--- src/rtl/bound_sharpener.sv ---
module bound_sharpener #(
  parameter int W = 64
) (
  input  logic         clk,
  input  logic         rst_n,
  input  logic         in_valid,
  input  logic         mode,
  input  logic [W-1:0] bound,
  input  logic [W-1:0] may_zero,
  input  logic [W-1:0] may_one,
  output logic         out_valid,
  output logic [W-1:0] out_bound,
  output logic         out_empty
);
  localparam int IW = $clog2(W);

  logic [W-1:0] lo, zz, oo, mis, tgt, top, pick, res_l, res;
  logic [IW-1:0] idx;
  logic         empty;

  assign lo  = mode ? ~bound  : bound;
  assign zz  = mode ? may_one  : may_zero;
  assign oo  = mode ? may_zero : may_one;
  assign mis = (~lo & ~zz) | (lo & ~oo);
  assign tgt = ~lo & oo;

  always_comb begin
    idx = '0;
    for (int i = 0; i < W; i++)
      if (mis[i]) idx = IW'(i);
  end

  assign top   = (mis != '0) ? ({{(W-1){1'b0}}, 1'b1} << idx) : '0;
  assign pick  = tgt & (~tgt + top);
  assign empty = (mis != '0) && (pick == '0);
  assign res_l = (mis == '0) ? lo : ((lo & (~pick + 1'b1)) | pick | ~zz);
  assign res   = empty ? bound : (mode ? ~res_l : res_l);

  always_ff @(posedge clk) begin
    if (!rst_n) begin
      out_valid <= 1'b0;
      out_bound <= '0;
      out_empty <= 1'b0;
    end else begin
      out_valid <= in_valid;
      if (in_valid) begin
        out_bound <= res;
        out_empty <= empty;
      end
    end
  end
endmodule

--- config.mk ---
export PLATFORM = sky130hd
export DESIGN_NAME = bound_sharpener
export DESIGN_NICKNAME = d
export VERILOG_FILES = /design/src/rtl/bound_sharpener.sv
export SDC_FILE = /design/constraint.sdc
export NUM_CORES = 1
export LEC_CHECK = 0
export ABC_AREA = 1
export ABC_CLOCK_PERIOD_IN_PS = 14300
export BUFFER_PORTS_ARGS = -buffer_cell sky130_fd_sc_hd__buf_2
export CELL_PAD_IN_SITES_DETAIL_PLACEMENT = 0
export CELL_PAD_IN_SITES_GLOBAL_PLACEMENT = 1
export CORE_ASPECT_RATIO = 1.5
export CORE_UTILIZATION = 41
export CTS_CLUSTER_SIZE = 30
export DETAILED_ROUTE_END_ITERATION = 12
export PLACE_DENSITY_LB_ADDON = 0.1
export SLEW_MARGIN = 20
export SYNTH_ARGS = -nofsm -noshare
export SYNTH_HDL_FRONTEND = slang
export SYNTH_SLANG_ARGS = --single-unit
--- constraint.sdc ---
create_clock -name clk -period 14.3 [get_ports clk]
set_clock_uncertainty 0.1 [all_clocks]
set_input_delay 0 -clock clk [delete_from_list [all_inputs] [get_ports clk]]
set_output_delay 0 -clock clk [all_outputs]
set_load 0.03 [all_outputs]
* After elaboration in Yosys (flattened, before gate mapping)
Cells that the tools add are included.
** Word-level totals
- Register bits :: 66
- Bits of input ports :: 196
- Output and inout bits :: 66
** Cells by class
- $add $sub $neg :: 2
- Shifts and indexed selects :: 1
- Mux-type cells :: 70
- Bitwise logic cells :: 15
- Reductions and logical operators :: 4
** Operators with widths (number)
- 64-bit 2-to-1 mux :: 7
- 64-bit inverter :: 7
- 6-bit 2-to-1 mux :: 62
- 64-bit bitwise AND :: 5
- 64-bit bitwise OR :: 3
- 64-bit logical NOT :: 2
- 64-bit by 1-bit adder with 64-bit output (second input constant) :: 1
- 64-bit adder :: 1
- 64-bit nonzero test :: 1
- 1-bit by 6-bit left shift with 64-bit output (first input constant) :: 1
- 1-bit logical AND :: 1
- 1-bit 2-to-1 mux :: 1

* Logic depth before layout (Yosys ltp)
- Depth after elaboration :: 81
- Gate-level depth with buffers :: 131
- Gate-level depth less buffers :: 130

* Least setup slack after synthesis
OpenSTA, ideal clock, no wires.
- Kind :: input-to-reg
- From :: in may_one[1]
- To :: reg out_bound[13]
- Arrival :: 9472 ps
- Data required time :: 14068 ps
- Setup slack :: 4596 ps
- Stages on the path :: 124
- Buffers on the path :: 2
- Path through :: inv_1 nand2_1 nand2_1 nand2_1 nand2_1 nand2_1 nand2_1 nand2_1 nand2_1 nand2_1 nand2_1 nand2_1 nand2_1 nand2_1 nand2_1 nand2_1 nand2_1 nand2_1 (+88 left out) inv_2 o21ai_2 inv_2 o21ai_2 inv_2 o31ai_4 a31oi_1 or2_0 nand3_2 nand2_1 nor2_2 nand4_1 nor2_2 nand2_4 buf_6 buf_6 o211ai_1 a21oi_1
** Between the ends
- Word-level cells in the longest chain between the ends :: 80
- Elaborated cells between the ends (all ways) :: 89
- Those cells by class :: add/sub: 2; shift: 1; mux: 69; bitwise: 13; reduce/logical: 4
** Ends and longest elaborated chain
- start: declaration :: RTL line 10 : input logic [W-1:0] may_one,
- 64-bit 2-to-1 mux, on equally long branches :: RTL line 22, 23
- 64-bit inverter :: RTL line 24 : assign mis = (~lo & ~zz) | (lo & ~oo);
- 64-bit bitwise AND :: RTL line 24
- 64-bit bitwise OR :: RTL line 24
- 1-bit 2-to-1 mux :: RTL line 30 : if (mis[i]) idx = IW'(i);
- 6-bit 2-to-1 mux (62 in a row) :: RTL line 30
- 1-bit by 6-bit left shift with 64-bit output :: RTL line 33 : assign top = (mis != '0) ? ({{(W-1){1'b0}}, 1'b1} << idx) : '0;
- 64-bit 2-to-1 mux :: RTL line 33
- (+2 left out)
- 64-bit inverter :: RTL line 36 : assign res_l = (mis == '0) ? lo : ((lo & (~pick + 1'b1)) | pick | ~zz);
- 64-bit by 1-bit adder with 64-bit output :: RTL line 36
- 64-bit bitwise AND :: RTL line 36
- 64-bit bitwise OR (2 in a row) :: RTL line 36
- 64-bit 2-to-1 mux :: RTL line 36
- 64-bit inverter :: RTL line 37 : assign res = empty ? bound : (mode ? ~res_l : res_l);
- 64-bit 2-to-1 mux :: RTL line 37
- 64-bit 2-to-1 mux (*) :: RTL line 37
- end signal: assignment :: RTL line 47 : out_bound <= res;
- end: declaration :: RTL line 12 : output logic [W-1:0] out_bound,
Every way passes the cells marked *; elsewhere a longest branch is shown, timed or not.
A chain may end at the register's enable or synchronous reset.

* Worst setup path in the final report
- From :: in bound[1]
- To :: reg out_bound[3]
** Between the ends
- Word-level cells in the longest chain between the ends :: 81
- Elaborated cells between the ends (all ways) :: 88
- Those cells by class :: add/sub: 2; shift: 1; mux: 68; bitwise: 13; reduce/logical: 4
** Ends and longest elaborated chain
- start: declaration :: RTL line 8 : input logic [W-1:0] bound,
- 64-bit inverter :: RTL line 21 : assign lo = mode ? ~bound : bound;
- 64-bit 2-to-1 mux (*) :: RTL line 21
- 64-bit inverter :: RTL line 24, 25
- 64-bit bitwise AND :: RTL line 24
- 64-bit bitwise OR :: RTL line 24
- 1-bit 2-to-1 mux :: RTL line 30
- 6-bit 2-to-1 mux (62 in a row) :: RTL line 30
- 1-bit by 6-bit left shift with 64-bit output :: RTL line 33
- (+3 left out)
- 64-bit inverter :: RTL line 36
- 64-bit by 1-bit adder with 64-bit output :: RTL line 36
- 64-bit bitwise AND :: RTL line 36
- 64-bit bitwise OR (2 in a row) :: RTL line 36
- 64-bit 2-to-1 mux :: RTL line 36
- 64-bit inverter :: RTL line 37
- 64-bit 2-to-1 mux :: RTL line 37
- 64-bit 2-to-1 mux (*) :: RTL line 37
Marked as above.

==> results.toml <==
[status]
status = "finished, final reports clean"

[finish]
multi_input_area_um2 = 11430
ff_latch_area_um2 = 1321
area_growth_pct = 15.73
drive_gt1_share_pct = 11.99
fin_nets = 3540
fill_cells = 4197

[min_path]
min_from = "bound[29]"
hp-class = "input pin to register"

[synthesis]
synth_common_cells = "nand2_1, inv_1, nor2_1"
synthTopCellsByArea = "nand2_1, inv_1, dfxtp_1, nor2_1, a21oi_1"
seq_area_frac_synth_pct = 8.690
synth_edf_count = 0
synth_nets = 3300
synthFlopType = "dfxtp_1"
synth_area_um2 = 15200
ys_ff_latch = 66
syn_inst = 3040
synth_most_common_cell = "nand2_1"
synth_top_cell_area_share_pct = 21.26
yosys.area.top_type = "nand2_1"
synth_cell_types = 57
synth_warnings = 0
syn_area_per_cell_um2 = 5.002
async_reset_ff_share_pct = 0

[power_and_ir_drop]
leakage_nw = 9.730
ir_worst_vdd_mv = 0.06260
powerDensity_nw_per_um2 = 54.96

[timing]
worst_slack_ps = 1455
clock.fmax_mhz = 77.85
worst_pin_slew_ps = 1008
hold_slack_ps = 23.26
finalSetupTns_ps = 0
grt_setup_unrepaired = "no"
slew_viol_final = 0
finalSetupViolCount = 0
slew_headroom_pct = 32.29
hold_violations = 0
min_period_over_period_pct = 89.83
period_minus_slack_ps = 12850

[worst_setup_path]
r2r-start = "out_bound[33]$_SDFFE_PN0P_"
rr_worst_depth = 5
timing.reg2reg.setup_slack_ps = 12980
critical_path.startpoint = "bound[1]"
arrival_ps = 13040
criticalPathCategory = "input pin to register"
crit_path_end = "out_bound[3]$_SDFFE_PN0P_"
slowest_stage = "dlygate4sd3_1"
critPathMostFrequentCell = "nand2_1"
worstSetupEndpointType = "register"
slowest_delay_ps = 550
worstSetupStartpointType = "input pin"
r2r_end = "out_bound[33]$_SDFFE_PN0P_"
critical_path.max_fanout = 52
cp.required_ps = 14500

[place]
portBuffers = 261
pre_cts_ws_ps = 2291
dp_hpwl_um = 63750
gp_congestion = 1.040

[die]
fp.dieH_um = 237.9
rows = 86
die_w_um = 159.2
core_area_um2 = 36590
io_pins = 262
start_util_pct = 41.56
dieArea_um2 = 37870

[cts]
cts_buffer_depth = 2
cts_tree = "done"
cts.htree.levels = 3
cts-root-buf = "clkbuf_16"
cts_buffers = 9
clk_pin_slew_ps = 60
clock_sinks = 66
ctsResizeCount = 0
clock_latency_ps = 350

[route]
num_vias = 21173
vias_per_cell = 5.616
first_iter_violations = 2246
ant_nets = 0
drc = 0
routed_wl_um = 77390
drt-wirelength-per-cell_um = 20.53
firstDrtPassIters = 6

[grt]
first_global_vias = 18861
grt_pass1_wl_um = 112700
gr-total-overflow = 0
grt_use_total_pct = 39.52
antenna_found_initial = 1
grt_max_degree = 81

[run]
cap_violations = 0
==> flip-flops by register name (all words and copies together), names as in the netlist <==
name	count
out_bound	64
out_empty	1
out_valid	1
==> logic make-up after synthesis <==
kind of cell / Yosys count / synth area share, %
and+or+nand+nor: 1607 / 44.86
DFF: 66 / 8.690
adders and majority gates: 64 / 5.316
AOI/OAI and AO/OA: 650 / 24.40
buffers and inverters: 643 / 16.15
xor gates and xnor gates: 10 / 0.5760
==> repair_timing <==
item,in CTS,in global routing
hold buffers,43,0
buffers inserted,0,0
hold endpoints to repair,40,0
==> routing by layer <==
metal / vias up / global-route usage (%) / part of all wire, %
met5: - / 0 / 0
met4: 0 / 24.21 / 6.4
met3: 174 / 3.911 / 8.6
met2: 1111 / 64.13 / 45
met1: 9520 / 50.39 / 40
li1: 10368 / - / -
==> how the worst min path moves through the flow <==
stage                                 endpoint  depth (start not counted)
floorplan           out_bound[33]$_SDFFE_PN0P_                          2
global placement    out_bound[33]$_SDFFE_PN0P_                          3
detailed placement  out_bound[33]$_SDFFE_PN0P_                          3
CTS                 out_bound[32]$_SDFFE_PN0P_                          5
global route        out_bound[32]$_SDFFE_PN0P_                          5
finish              out_bound[29]$_SDFFE_PN0P_                          5
==> layout by cell type, fill, tap and decap left out, types with 12 or more instances in the layout <==
cell,instances
nand2_1,861
inv_1,520
nor2_1,339
buf_2,260
a21oi_1,222
nand3_1,209
o21ai_0,201
dfxtp_1,66
ha_1,63
o22ai_1,54
nand4_1,54
nor3_1,51
o211ai_1,49
dlygate4sd3_1,43
o21ai_1,35
inv_2,26
a31oi_1,22
or2_2,20
buf_4,19
nand3b_1,16
o21ai_2,15
nand3_2,12
==> power breakdown <==
group	total (mW)	leakage (nW)	internal [mW]	switching [mW]
Clock	0.229	0.136	0.135	0.0944
Sequential	0.206	0.544	0.198	0.00872
Combinational	0.532	9.05	0.160	0.371
==> stage by stage <==
stage	power [mW]	utilization (%)	instances	area, µm²
6_report	0.9670	48.10	3770	17600
5_1_grt	1.027	48.10	3770	17600
4_1_cts	0.9553	48.09	3769	17590
3_5_place_dp	0.7144	46.13	3710	16870
3_3_place_gp	0.7086	46.13	3710	16870
2_1_floorplan	0.5369	-	3040	15200
==> final cells by class <==
type | instances | share of cell area [%]
Clock inverter | 5 | 0.3129
Multi-Input combinational cell | 2331 | 64.96
Timing Repair Buffer | 323 | 10.72
Clock buffer | 11 | 1.323
Tap cell | 484 | 3.442
Inverter | 549 | 11.73
Antenna cell | 1 | 0.01422
Sequential cell | 66 | 7.509
==> worst max-delay path, delay by kind of cell <==
family	cells	cell delay (ps)
fa+ha+maj	1	440
buf+inv	21	2590
compound gates	23	3250
simple gates	82	6740
No activity file was read; power rests on OpenSTA's default activity.
